### src/rtl/mpwm_pkg.sv
package mpwm_pkg;
  localparam int CTL_W    = 4;
  localparam int INIT_BIT = 3;

  typedef enum logic [1:0] {
    ACT_KEEP   = 2'b00,
    ACT_LOW    = 2'b01,
    ACT_HIGH   = 2'b10,
    ACT_INVERT = 2'b11
  } match_act_e;

  function automatic logic apply_act(input logic [1:0] code, input logic cur);
    match_act_e a;
    a = match_act_e'(code);
    case (a)
      ACT_LOW:    return 1'b0;
      ACT_HIGH:   return 1'b1;
      ACT_INVERT: return ~cur;
      default:    return cur;
    endcase
  endfunction
endpackage

### src/rtl/mpwm_regfile.sv
module mpwm_regfile
  import mpwm_pkg::*;
#(
  parameter int NCH    = 4,
  parameter int CNT_W  = 16,
  parameter int ADDR_W = 4,
  parameter int SEL_W  = 2
) (
  input  logic                        clk,
  input  logic                        rst,
  input  logic                        wr_en,
  input  logic [ADDR_W-1:0]           wr_addr,
  input  logic [CNT_W-1:0]            wr_data,
  output logic [NCH-1:0][CNT_W-1:0]   cmp_q,
  output logic [NCH-1:0][CTL_W-1:0]   ctl_q,
  output logic [SEL_W-1:0]            sel_q,
  output logic                        sel_wr
);
  localparam logic [ADDR_W-1:0] SEL_ADDR = ADDR_W'(2 * NCH);

  logic unused_wdata_hi;
  assign unused_wdata_hi = ^wr_data[CNT_W-1:CTL_W];

  assign sel_wr = wr_en && (wr_addr == SEL_ADDR);

  for (genvar i = 0; i < NCH; i++) begin : g_reg
    always_ff @(posedge clk) begin
      if (rst) begin
        cmp_q[i] <= '0;
        ctl_q[i] <= '0;
      end else if (wr_en) begin
        if (wr_addr == ADDR_W'(i))       cmp_q[i] <= wr_data;
        if (wr_addr == ADDR_W'(NCH + i)) ctl_q[i] <= wr_data[CTL_W-1:0];
      end
    end
  end

  always_ff @(posedge clk) begin
    if (rst)         sel_q <= '0;
    else if (sel_wr) sel_q <= wr_data[SEL_W-1:0];
  end
endmodule

### src/rtl/mpwm_counter.sv
module mpwm_counter #(
  parameter int CNT_W = 16
) (
  input  logic             clk,
  input  logic             rst,
  input  logic             cnt_en,
  input  logic             restart,
  input  logic [CNT_W-1:0] period_val,
  output logic [CNT_W-1:0] count_q,
  output logic             period_hit,
  output logic             clr_q
);
  assign period_hit = cnt_en && (count_q == period_val);

  always_ff @(posedge clk) begin
    if (rst) begin
      count_q <= '0;
      clr_q   <= 1'b0;
    end else begin
      clr_q <= period_hit && !restart;
      if (restart || period_hit) count_q <= '0;
      else if (cnt_en)           count_q <= count_q + 1'b1;
    end
  end
endmodule

### src/rtl/mpwm_pin.sv
module mpwm_pin
  import mpwm_pkg::*;
#(
  parameter int CNT_W = 16
) (
  input  logic             clk,
  input  logic             rst,
  input  logic             cnt_en,
  input  logic             restart,
  input  logic             is_period,
  input  logic             period_hit,
  input  logic [CNT_W-1:0] count,
  input  logic [CNT_W-1:0] own_cmp,
  input  logic [CNT_W-1:0] period_val,
  input  logic             init_lvl,
  input  logic [1:0]       act,
  output logic             pin_q
);
  always_ff @(posedge clk) begin
    if (rst) begin
      pin_q <= 1'b0;
    end else if (is_period || restart) begin
      pin_q <= init_lvl;
    end else if (period_hit) begin
      if (own_cmp != period_val) pin_q <= init_lvl;
    end else if (cnt_en && (count == own_cmp)) begin
      pin_q <= apply_act(act, pin_q);
    end
  end
endmodule

### src/rtl/mpwm_channel.sv
module mpwm_channel
  import mpwm_pkg::*;
#(
  parameter int  NCH    = 4,
  parameter int  CNT_W  = 16,
  localparam int ADDR_W = $clog2(2 * NCH + 1),
  localparam int SEL_W  = (NCH > 1) ? $clog2(NCH) : 1
) (
  input  logic              clk,
  input  logic              rst,
  input  logic              cnt_en,
  input  logic              ext_clr,
  input  logic              wr_en,
  input  logic [ADDR_W-1:0] wr_addr,
  input  logic [CNT_W-1:0]  wr_data,
  output logic [CNT_W-1:0]  count_o,
  output logic [NCH-1:0]    pin_o,
  output logic              clr_o
);
  logic [NCH-1:0][CNT_W-1:0] cmp_q;
  logic [NCH-1:0][CTL_W-1:0] ctl_q;
  logic [SEL_W-1:0]          sel_q;
  logic                      sel_wr;
  logic [CNT_W-1:0]          period_val;
  logic                      period_hit;
  logic                      restart;

  mpwm_regfile #(.NCH(NCH), .CNT_W(CNT_W), .ADDR_W(ADDR_W), .SEL_W(SEL_W)) u_regs (
    .clk(clk), .rst(rst), .wr_en(wr_en), .wr_addr(wr_addr), .wr_data(wr_data),
    .cmp_q(cmp_q), .ctl_q(ctl_q), .sel_q(sel_q), .sel_wr(sel_wr)
  );

  assign period_val = cmp_q[sel_q];
  assign restart    = ext_clr || sel_wr;

  mpwm_counter #(.CNT_W(CNT_W)) u_cnt (
    .clk(clk), .rst(rst), .cnt_en(cnt_en), .restart(restart),
    .period_val(period_val), .count_q(count_o),
    .period_hit(period_hit), .clr_q(clr_o)
  );

  for (genvar i = 0; i < NCH; i++) begin : g_pin
    logic unused_rsvd_bit;
    assign unused_rsvd_bit = ctl_q[i][2];

    mpwm_pin #(.CNT_W(CNT_W)) u_pin (
      .clk(clk), .rst(rst), .cnt_en(cnt_en), .restart(restart),
      .is_period(sel_q == SEL_W'(i)), .period_hit(period_hit),
      .count(count_o), .own_cmp(cmp_q[i]), .period_val(period_val),
      .init_lvl(ctl_q[i][INIT_BIT]), .act(ctl_q[i][1:0]),
      .pin_q(pin_o[i])
    );
  end
endmodule

### config.mk
export PLATFORM = sky130hd
export DESIGN_NAME = mpwm_channel
export DESIGN_NICKNAME = d
export VERILOG_FILES = /design/src/rtl/mpwm_pkg.sv /design/src/rtl/mpwm_regfile.sv /design/src/rtl/mpwm_counter.sv /design/src/rtl/mpwm_pin.sv /design/src/rtl/mpwm_channel.sv
export SDC_FILE = /design/constraint.sdc
export NUM_CORES = 1
export LEC_CHECK = 0
export BUFFER_PORTS_ARGS = -buffer_cell sky130_fd_sc_hd__clkbuf_2
export CAP_MARGIN = 20
export CELL_PAD_IN_SITES_DETAIL_PLACEMENT = 2
export CELL_PAD_IN_SITES_GLOBAL_PLACEMENT = 2
export CORE_UTILIZATION = 38
export CTS_CLUSTER_DIAMETER = 150
export DETAILED_ROUTE_END_ITERATION = 12
export HOLD_SLACK_MARGIN = 0.06
export PLACE_DENSITY = 0.91
export SLEW_MARGIN = 20
export SYNTH_ARGS = -nofsm -noshare
export SYNTH_HDL_FRONTEND = slang
export SYNTH_SLANG_ARGS = --single-unit
### constraint.sdc
create_clock -name clk -period 3.06 [get_ports clk]
set_input_delay 0.612 -clock clk [delete_from_list [all_inputs] [get_ports clk]]
set_output_delay 0.612 -clock clk [all_outputs]
set_load 0.02 [all_outputs]
==> flow_metrics.py <==
metrics = {
    "run_status": {
        "status": "finished, violations left",
        "violations": "setup timing",
    },
    "logic_synthesis": {
        "synth_area_leaders": "dfxtp_1 (27%), xnor2_1 (14%), mux2i_1 (11%)",
        "async_flop_share_pct": 0,
        "synth_nets": 890,
        "synth_edf_count": 0,
        "netlist.area_leader.share_pct": 27.4,
        "syn_area_um2": 7240,
        "syn_area_per_cell_um2": 8.40,
        "ys_seq_area_share_pct": 27.4,
        "synth-main-ff-cell": "dfxtp_1",
        "yosysUniqueCellTypes": 64,
        "ys_seq_elements": 99,
        "yosys_warnings": 0,
        "synth_cells": 862,
        "yosysTopAreaCell": "dfxtp_1",
    },
    "worst_hold_path": {
        "worstHoldPathType": "in -> reg",
    },
    "global_routing": {
        "grt_overflow_total": 0,
        "grt_pass1_vias": 7594,
        "grt_usage_pct": 35.4,
        "grt_start_max_net_pins": 83,
        "grt_pass1_wl_um": 50600,
        "antenna_found_initial": 0,
    },
    "drt": {
        "drc": 0,
        "drt-wirelength-per-cell_um": 33.6,
        "firstDrtPassIters": 5,
        "drtIter0Drc": 880,
        "drt_wl_total_um": 37800,
        "routed_via_density": 6.55,
        "vias": 7367,
        "ant_nets": 0,
    },
    "power": {
        "totalPowerFinal_mw": 3.00,
        "p_int_mw": 2.12,
        "power_density_nw_per_um2": 361,
        "clkPwrFrac_pct": 41.0,
        "p_sw_mw": 0.880,
        "leakage_nw": 3.46,
        "max-vdd-ir-drop_mv": 0.270,
        "power_frac_comb_pct": 14.3,
        "p_seq_share_pct": 44.7,
        "swShare_pct": 29.3,
    },
    "timing": {
        "rsz0062_at_grt": "true",
        "layout_setup_ws_ps": -277,
        "period_minus_slack_ps": 3340,
        "skew_ps": 7.51,
        "tightest_slew_ps": 995,
        "layout_worst_path_cycle_share_pct": 109,
        "max_slew_margin_pct": 33.5,
        "slew_viol_final": 0,
        "finalSetupViolations": 21,
        "fmax_mhz": 300,
        "finalHoldViolCount": 0,
    },
    "die": {
        "die_w_um": 140,
        "fp.coreArea_um2": 18700,
        "num_rows": 50,
        "die_area_um2": 19600,
        "io-pin-count": 46,
        "fp.dieH_um": 140,
        "start_util_pct": 38.7,
    },
    "critical_path": {
        "worstPathCellList": "buf_12 > buf_6 > mux4_2 > xnor2_2 > nand4_1 > nor4_4 > and2_4 > nand2_1 > buf_4 > a21oi_1 > o21a_1",
        "cpMaxStageDelayCell": "mux4_2",
        "slowest_delay_ps": 630,
        "arrival_ps": 3650,
        "cp-start-kind": "flip-flop",
        "crit_type": "reg -> reg",
        "worstSetupEndpointType": "flip-flop",
        "worstPathMaxFanout": 11,
        "required_ps": 3380,
    },
    "place": {
        "hpwl_um": 24900,
        "io_buffers": 45,
        "gp_congestion": 0.988,
        "dpl_worst_slack_ps": -179,
        "dpl.cell_count": 1099,
        "placed_cell_area_um2": 7830,
    },
    "clock_network": {
        "htreeDepth": 3,
        "cts.sinks": 99,
        "clk_path_buf_depth": 2,
        "root_buffer": "clkbuf_16",
        "cts_buffers": 9,
        "clk_pin_slew_ps": 70,
        "hold_buffers": 0,
        "clk_latency_ps": 380,
        "cts_tree": "yes",
    },
    "final_layout": {
        "antenna_cells": 0,
        "drive_above_1_share_pct": 19.0,
        "nNetsFinal": 913,
        "utilization_pct": 44.4,
        "design_area_um2": 8300,
        "stdcell_count": 1124,
        "syn2layout_area_growth_pct": 14.6,
    },
    "flow_run": {
        "cap_violations": 0,
    },
}
cell usage in the layout, fill, tap and decap left out, types with 4 or more instances in the layout:
cell and n:
o21ai_0 7, nand4_1 15, dfxtp_1 97, mux2i_1 83, a31oi_1 4, nand3_1 15
mux4_1 4, mux4_2 9, clkbuf_2 45, xnor2_1 111, inv_1 7, xor2_1 78
buf_4 69, o2111ai_1 7, nor2_1 78, nor4_1 7, nor3_1 10, nand3b_1 4
clkbuf_16 10, and3_1 5, a21oi_1 46, nand2_1 87
final cells by class:
cell class	instances	area, um^2
Clock buffer	11	243
Clock inverter	5	62.6
Timing Repair Buffer	120	851
Sequential cell	99	1990
Tap cell	234	293
Inverter	7	26.3
Fill cell	2036	10400
Multi-Input combinational cell	648	4830
layer usage:
metal / routed length (um) / track usage (%)
met3: 3490 / 7.62
met2: 17300 / 57.9
met1: 14500 / 42.9
met5: 0 / 0
met4: 2560 / 20.7
cells by family after synthesis:
group	count (synthesis)	share of synthesized area, %
adder cells (fa/ha/maj)	3	0.519
AO/OA/AOI/OAI	99	8.94
buffers and inverters	115	6.74
XOR/XNOR	192	23.2
flip-flops	99	27.4
AND/OR/NAND/NOR	252	16.2
multiplexers	102	17.0
path summary, 6_finish.rpt:
path / startpoint / to / slack [ps] / cells past startpoint
max: u_regs.sel_q[0]$_SDFFE_PP0P_ / g_pin[0].u_pin.pin_q$_SDFFE_PP0P_ / -280 / 11
min: wr_data[7] / u_regs.cmp_q[7]$_SDFFE_PP0P_ / 510 / 3
max reg2reg: u_regs.sel_q[0]$_SDFFE_PP0P_ / g_pin[0].u_pin.pin_q$_SDFFE_PP0P_ / -280 / 11
min reg2reg: u_regs.ctl_q[15]$_SDFFE_PP0P_ / u_regs.ctl_q[15]$_SDFFE_PP0P_ / 510 / 2
synthesized netlist by cell type, types with 10 or more instances:
master	number
nor4_1	10
xor2_1	78
clkbuf_1	83
dfxtp_1	99
nor2_1	78
nand3_1	15
xnor2_1	114
nand4_1	15
nor3_1	10
mux2i_1	83
nand2_1	89
a21oi_1	46
power groups by stage:
stage | logic, mW | registers (mW) | clock network, mW
after floorplan | 0.245 | 1.35 | 0
after global placement | 0.346 | 1.36 | 0
after detailed placement | 0.373 | 1.37 | 0
after CTS | 0.393 | 1.34 | 1.23
after global routing | 0.437 | 1.34 | 1.28
final | 0.429 | 1.34 | 1.23
metrics by stage:
stage | hold slack, ps | TNS, ps
2_1_floorplan | 453 | 0
3_3_place_gp | 489 | -15.3
3_5_place_dp | 493 | -1950
4_1_cts | 510 | 0
5_1_grt | 522 | -4810
6_report | 505 | -3450
state kept, by name (all words and copies together) (netlist names):
| signal | cells |
|---|---|
| g_pin.u_pin.pin_q | 4 |
| u_regs.sel_q | 2 |
| u_cnt.count_q | 16 |
| u_regs.cmp_q | 64 |
| u_cnt.clr_q | 1 |
| u_regs.ctl_q | 12 |
what timing repair did:
| item | CTS | global route |
|---|---|---|
| setup buffers | 1 | 7 |
| cloned | 0 | 1 |
| gates resized for setup | 8 | 12 |
| endpoints found under the setup margin | 21 | 20 |
| endpoints found under the hold margin | 0 | 0 |
| pin swaps | 1 | 5 |
worst max-delay path: cells and delay by family, from the launching register on:
kind            cells  cell delay [ps]
mux                 1              630
compound gates      2              390
simple gates        4              920
buf+inv             3              540
xor+xnor            1              360
flops               1              410
Power figures use the tool's default switching activity.
